## src/rtl/pad_sleep_override.sv

```systemverilog
module pad_sleep_override #(
  parameter int NPads = 8,
  parameter int NPeriph = 6,
  parameter logic [NPeriph-1:0] PeriphSleepable = 6'b101111,
  parameter logic [NPads-1:0] PadSleepable = 8'b0111_1111,
  parameter int SelW = $clog2(NPeriph + 3),
  parameter int IdxW = (NPads > 1) ? $clog2(NPads) : 1
) (
  input  logic                  clk_i,
  input  logic                  rst_ni,
  input  logic                  sleep_en_i,
  input  logic [NPads-1:0]      mux_out_i,
  input  logic [NPads-1:0]      mux_oe_i,
  input  logic [NPads*SelW-1:0] out_sel_i,
  input  logic                  cfg_we_i,
  input  logic [IdxW-1:0]       cfg_idx_i,
  input  logic [1:0]            cfg_wdata_i,
  output logic [1:0]            cfg_rdata_o,
  output logic [NPads-1:0]      pad_out_o,
  output logic [NPads-1:0]      pad_oe_o
);
  localparam int NCodes = 2 ** SelW;
  localparam logic [1:0] CodeLow  = 2'd0;
  localparam logic [1:0] CodeHigh = 2'd1;
  localparam logic [1:0] CodeHiZ  = 2'd2;
  localparam logic [1:0] CodeKeep = 2'd3;

  logic             sleep_q;
  logic [NPads-1:0] keep_out_q, keep_oe_q;
  logic [1:0]       cfg_q [NPads];
  logic [NCodes-1:0] code_ok;
  logic [NPads-1:0] elig;

  always_ff @(posedge clk_i or negedge rst_ni) begin
    if (!rst_ni) begin
      sleep_q    <= 1'b0;
      keep_out_q <= '0;
      keep_oe_q  <= '0;
    end else begin
      sleep_q <= sleep_en_i;
      if (sleep_en_i && !sleep_q) begin
        keep_out_q <= mux_out_i;
        keep_oe_q  <= mux_oe_i;
      end
    end
  end

  for (genvar c = 0; c < NCodes; c++) begin : g_code
    if (c < 3) begin : g_fixed
      assign code_ok[c] = 1'b1;
    end else if (c - 3 < NPeriph) begin : g_periph
      assign code_ok[c] = PeriphSleepable[c-3];
    end else begin : g_unused
      assign code_ok[c] = 1'b0;
    end
  end

  always_comb begin
    cfg_rdata_o = 2'b00;
    if (int'(cfg_idx_i) < NPads) cfg_rdata_o = cfg_q[cfg_idx_i];
  end

  for (genvar p = 0; p < NPads; p++) begin : g_pad
    logic [SelW-1:0] sel;
    logic            ovr_out, ovr_oe;
    assign sel = out_sel_i[p*SelW +: SelW];

    if (PadSleepable[p]) begin : g_reg
      always_ff @(posedge clk_i or negedge rst_ni) begin
        if (!rst_ni) cfg_q[p] <= CodeHiZ;
        else if (cfg_we_i && int'(cfg_idx_i) == p) cfg_q[p] <= cfg_wdata_i;
      end
      assign elig[p] = code_ok[sel];
    end else begin : g_noreg
      assign cfg_q[p] = 2'b00;
      assign elig[p]  = 1'b0;
    end

    always_comb begin
      unique case (cfg_q[p])
        CodeLow:  begin ovr_out = 1'b0;          ovr_oe = 1'b1;         end
        CodeHigh: begin ovr_out = 1'b1;          ovr_oe = 1'b1;         end
        CodeHiZ:  begin ovr_out = 1'b0;          ovr_oe = 1'b0;         end
        default:  begin ovr_out = keep_out_q[p]; ovr_oe = keep_oe_q[p]; end
      endcase
    end

    assign pad_out_o[p] = (sleep_q && elig[p]) ? ovr_out : mux_out_i[p];
    assign pad_oe_o[p]  = (sleep_q && elig[p]) ? ovr_oe  : mux_oe_i[p];

    AST_HIZ_FLOATS: assert property (@(posedge clk_i) disable iff (!rst_ni)
      (sleep_q && elig[p] && cfg_q[p] == CodeHiZ) |-> !pad_oe_o[p]);

    AST_KEEP_STABLE: assert property (@(posedge clk_i) disable iff (!rst_ni)
      (sleep_q && $past(sleep_q) && elig[p] && $past(elig[p])
       && cfg_q[p] == CodeKeep && $past(cfg_q[p]) == CodeKeep)
      |-> ($stable(pad_out_o[p]) && $stable(pad_oe_o[p])));
  end

  AST_AWAKE_PASS: assert property (@(posedge clk_i) disable iff (!rst_ni)
    !sleep_q |-> (pad_out_o == mux_out_i && pad_oe_o == mux_oe_i));

  AST_NOREG_PASS: assert property (@(posedge clk_i) disable iff (!rst_ni)
    ((pad_out_o & ~PadSleepable) == (mux_out_i & ~PadSleepable))
    && ((pad_oe_o & ~PadSleepable) == (mux_oe_i & ~PadSleepable)));

  AST_NOREG_READ_ZERO: assert property (@(posedge clk_i) disable iff (!rst_ni)
    (int'(cfg_idx_i) < NPads && !PadSleepable[cfg_idx_i]) |-> cfg_rdata_o == 2'b00);
endmodule

```

## config.mk

```make
export PLATFORM = sky130hd
export DESIGN_NAME = pad_sleep_override
export DESIGN_NICKNAME = d
export VERILOG_FILES = /design/src/rtl/pad_sleep_override.sv
export SDC_FILE = /design/constraint.sdc
export NUM_CORES = 1
export LEC_CHECK = 0
export CAP_MARGIN = 20
export CORE_UTILIZATION = 55
export DETAILED_ROUTE_END_ITERATION = 10
export DONT_BUFFER_PORTS = 1
export HOLD_SLACK_MARGIN = 0.12
export PLACE_DENSITY = 0.74
export SLEW_MARGIN = 15
export SYNTH_ARGS = -nofsm -noshare
export SYNTH_HDL_FRONTEND = slang
export SYNTH_SLANG_ARGS = --single-unit
```

## constraint.sdc

```tcl
create_clock -name clk_i -period 1.35 [get_ports clk_i]
set_input_delay 0.0675 -clock clk_i [delete_from_list [all_inputs] [get_ports clk_i]]
set_output_delay 0.0675 -clock clk_i [all_outputs]
set_load 0.005 [all_outputs]
```

# After elaboration in Yosys (flattened, before gate mapping)
# Memories as Yosys holds them, arrays and structs flattened.
# Index checks and enable logic that the tools add are counted.
[totals]
rom_bits = 112
mem_count = 7
ff_bits = 29
out_inout_bits = 18
[classes]
n_lt_le_gt_ge = 8
bitwise_logic = 1
reduce_logical = 38
muxes = 38
n_eq_ne = 20
[mem_list]
columns = ["memory", "words", "width", "rd", "rd_ports_with_merged_regs", "write_ports", "line_no", "rtl"]
rows = [
  ["(no name shown)", 16, 1, 1, 0, 0, "73", "assign elig[p] = code_ok[sel];"],
  ["(no name shown)", 16, 1, 1, 0, 0, "73", ""],
  ["(no name shown)", 16, 1, 1, 0, 0, "73", ""],
  ["(no name shown)", 16, 1, 1, 0, 0, "73", ""],
  ["(no name shown)", 16, 1, 1, 0, 0, "73", ""],
  ["(no name shown)", 16, 1, 1, 0, 0, "73", ""],
  ["1 more memories", "n/a", "n/a", "n/a", "n/a", "n/a", "n/a", ""],
]
[ops]
columns = ["op", "n"]
rows = [
  ["< comparator 4 x 5 -> 1 bit (second input constant)", 7],
  ["case mux 1 bit (2 select lines)", 14],
  ["OR reduction 2 bit", 14],
  ["two-way mux 1 bit", 21],
  ["logical AND 1 bit", 15],
  ["equality test 2 x 1 -> 1 bit (second input constant)", 7],
  ["equality test 2 bit (second input constant)", 7],
  ["logical NOT 2 bit", 7],
  ["equality test 3 bit (second input constant)", 4],
  ["binary-select mux 2 bit (select 3 bit)", 1],
  ["equality test 3 x 2 -> 1 bit (second input constant)", 2],
  [">= comparator 4 bit (second input constant)", 1],
  ["two-way mux 2 bit", 2],
  ["NOT 3 -> 4 bit", 1],
  ["logical NOT 3 bit", 1],
  ["logical NOT 1 bit", 1],
]

# Depth between registers and ports, before layout
[depth]
ltp_word = 4
depth_mapped = 4
ltp_nobuf = 3

# Worst setup path before layout
# Ideal clock, no wire load.
[synth_path]
kind = "reg2reg"
startpoint = "register sleep_q"
endpoint = "register keep_oe_q[2]"
arrival_time_ps = 1111
stages_incl_launch_ff = 5
setup_ps = 125
required_ps = 1225
slack_ps = 114
path_cell_list = "dfrtp_1 nor2b_1 buf_6 buf_6 mux2_2"
[synth_between]
elab_chain_len = 2
[synth_rtl]
columns = ["item", "line_no", "rtl"]
rows = [
  ["start: declaration", "28", "logic sleep_q;"],
  ["start signal: assignment", "40", "sleep_q <= sleep_en_i;"],
  ["logical NOT 1 bit", "41", "if (sleep_en_i && !sleep_q) begin"],
  ["logical AND 1 bit", "41", ""],
  ["end signal: assignment", "43", "keep_oe_q <= mux_oe_i;"],
  ["end: declaration", "29", "logic [NPads-1:0] keep_out_q, keep_oe_q;"],
]
# Every way passes these cells.
# A chain may end at the register's enable or synchronous reset.

# Worst setup path after layout
[layout_path]
startpoint = "register sleep_q"
endpoint = "output port pad_oe_o[3]"
[layout_between]
elab_chain_len = 2
[layout_rtl]
columns = ["item", "line_no", "rtl"]
rows = [
  ["logical AND 1 bit", "89", "assign pad_oe_o[p] = (sleep_q && elig[p]) ? ovr_oe : mux_oe_i[p];"],
  ["two-way mux 1 bit", "89", ""],
  ["end: declaration", "20", "output logic [NPads-1:0] pad_oe_o"],
]
# Every way passes these cells.

==> metrics.txt <==
switching share of power 29.2%; Vias 1,394; Synth Area in XOR/XNOR 0%; Met2 Wirelength 1.98 mm; status finished, violations left; Clock Path Buffers 2; DP Area 0.00187 mm^2; final cycle utilization of the critical path 122%; critical path class reg2out; Fmax 0.607 GHz; largest family of logic cells by synthesized area multiplexers; post-synthesis cell type count 25; Final Hold Fails 0; via count of the first global-routing pass 1,467; Worst Min Path Start mux_out_i[7]; Design Area, Final 0.00226 mm^2; largest net degree at the start of global routing 30; combinational share of power 29.0%; width of the die 59.6 um; failing checks setup timing; Antenna Cells 0; area fraction in compound gates after synthesis 11.0%; first-pass GRT wire length 6.38 mm; P_leak 0.992 nW; final slew viol count 0; mapped cell area 0.00183 mm^2; Int Power 1.68 mW; startpoint types flop; total CTS buffers 5; ANT nets after route 0; drc violations 0; hold endpoint pad_out_o[7]; row cnt 20; GRT Resource Usage Total 25.0%; Register-to-Register Path Depth 4; WL/cell 16.4 um; Synthesis Warnings 0; P per Cell Area 1050 mW/mm^2; clk sink count 29; Crit path required time 1.28 ns; worst reg2reg setup slack -0.05 ns; Cells on Worst Hold Path 0; sequential area share after synthesis 40.2%; CTS clk-pin slew, worst paths 0.08 ns; clock skew 0.00580 ns; Area Overhead vs Synth 24.0%; total power 2.37 mW; Hold WS 0.135 ns; Synth Instances 163; Routed WL 3.98 mm; core region area 0.00310 mm^2; maximum VDD drop 724 uV; Max H-tree Level 2; grt total ovfl 0; post-route setup slack -0.297 ns; crit-path max FO 6; filler cell count 245; # nets final 254; dpl hpwl 2.69 mm; final setup fails 29; met1 wire length 1.66 mm; Yosys top cell by area dfrtp_1; minimum clock period 1.65 ns; Initial DRC Count 27; share of cells above drive strength 1 42.4%; Hold Path Class in2out; sequential share of power 50.2%; Worst Tran Pin Value 0.310 ns; share of the synthesized area in the top cell type 30.1%; Vias per Instance 5.76; worst skew pair latency 0.33 ns; Simple-Gate Fraction of Synth Area 12.0%; Die H 59.6 um; Post-Synth Adder-Cell Area 0%; RSZ-0062 raised after global routing yes; Synth Net Count 220; clock share of power 20.9%; # IOs 75; routability cong. 0.792; met3 WL 289 um; NetSw 0.692 mW; Worst setup EP type primary output; syn_area_per_cell 11.2 um^2; max-cap violations 0; PortBufs 0; register bit total from synthesis 29; post-layout util 73.0%; post-synthesis mux area share 29.8%; total negative slack -4.25 ns; antenna violations before repair 0; reg2reg start sleep_q; Pre-antenna DRT Iters 4; Root Buffer clkbuf_4; Placed Cells 206; pre-CTS setup slack -0.0655 ns; Initial Util 58.9%; Crit Reg-Reg Endpoint keep_out_q[4]; largest cells by area after synthesis dfrtp_1 30%, mux2_2 19%, dfstp_2 10%, mux2i_1 4.9%, o21ai_0 3.8%; CTS tree done; Worst slew margin 79.2%; Layout Cells excl Fill 242; highest metal used met4; DIE AREA 0.00356 mm^2; Worst Path Arrival 1.58 ns
-- placed cells by master, fill, tap and decap left out, types with 3 or more instances in the layout --
cell	netlist	layout
mux2_4	4	4
dfrtp_1	22	21
nand2_1	15	15
nor2b_1	6	5
clkbuf_4	0	5
mux2i_2	0	3
inv_1	14	14
mux2i_1	9	6
dlygate4sd3_1	0	20
a22oi_2	3	7
mux2_2	31	31
clkbuf_1	0	3
buf_4	2	7
nor2b_4	3	4
a21oi_1	9	7
o21ai_0	14	14
dfstp_2	7	7
-- area by class of cell --
class	count	area (um^2)	area share, %
multi-input combinational	112	1010	44.8
inverter	14	52.6	2.32
sequential	29	736	32.5
timing repair buffer	35	358	15.8
tap	44	55.1	2.43
clock buffer	8	48.8	2.15
-- critical path, cell delays in order, from the launching register on --
cell     delay, ns
dfrtp_2       0.46
buf_12        0.15
nor2b_4       0.12
a22oi_2       0.20
mux2_4        0.33
-- layer usage --
layer  GRT usage [%]  up-vias
met3            8.73        7
met4            8.64        0
li1                -      647
met2            41.3       60
met5               0        -
met1            30.4      680
-- worst max-delay path by stage --
| stage | startpoint | to | cells after the start |
|---|---|---|---|
| after floorplan | sleep_q | keep_oe_q[2] | 4 |
| after global placement | sleep_q | pad_oe_o[3] | 4 |
| after detailed placement | sleep_q | pad_oe_o[3] | 4 |
| after CTS | sleep_q | pad_oe_o[3] | 4 |
| after global routing | sleep_q | pad_oe_o[3] | 4 |
| final | sleep_q | pad_oe_o[3] | 4 |
-- power by group through the flow --
stage | Clock [mW] | Combinational (mW) | Sequential (mW)
finish | 0.494 | 0.687 | 1.19
floorplan | 0 | 0.463 | 1.16
detailed placement | 0 | 0.518 | 1.21
CTS | 0.504 | 0.655 | 1.19
global route | 0.538 | 0.756 | 1.22
global placement | 0 | 0.493 | 1.20
-- logic make-up (layout without fill, tap and decap cells) --
| logic type | count (synthesis) | in the layout |
|---|---|---|
| buffers and inverters | 22 | 57 |
| DFF | 29 | 29 |
| and+or+nand+nor | 34 | 34 |
| muxes | 46 | 46 |
| AOI/OAI and AO/OA | 32 | 32 |
-- synth_stat cells --
cell / count
nor2b_4: 3
nor3_2: 1
nand3_1: 1
nor3b_2: 2
mux4_2: 2
a2bb2oi_1: 2
nor2b_1: 6
buf_6: 5
nor2_1: 2
o21ai_0: 14
a22oi_2: 3
nor3_1: 1
mux2_2: 31
nand4b_1: 2
buf_4: 2
inv_1: 14
dfstp_2: 7
nand2b_4: 1
nand2_1: 15
mux2i_1: 9
mux2_4: 4
buf_2: 1
dfrtp_1: 22
a21oi_1: 9
a22oi_1: 4
-- sequential cells by signal, summed over array words and instances (netlist names) --
register and flops:
sleep_q 1, cfg_q 14, keep_oe_q 7, keep_out_q 7
-- repair_timing --
| item | CTS | global route |
|---|---|---|
| buffers inserted | 1 | 3 |
| gates resized for setup | 14 | 6 |
| hold endpoints to repair | 58 | 0 |
| hold buffers | 24 | 0 |
| pin swaps | 3 | 1 |
| endpoints found under the setup margin | 29 | 31 |
Note: power is estimated with default switching activity, not from simulation.
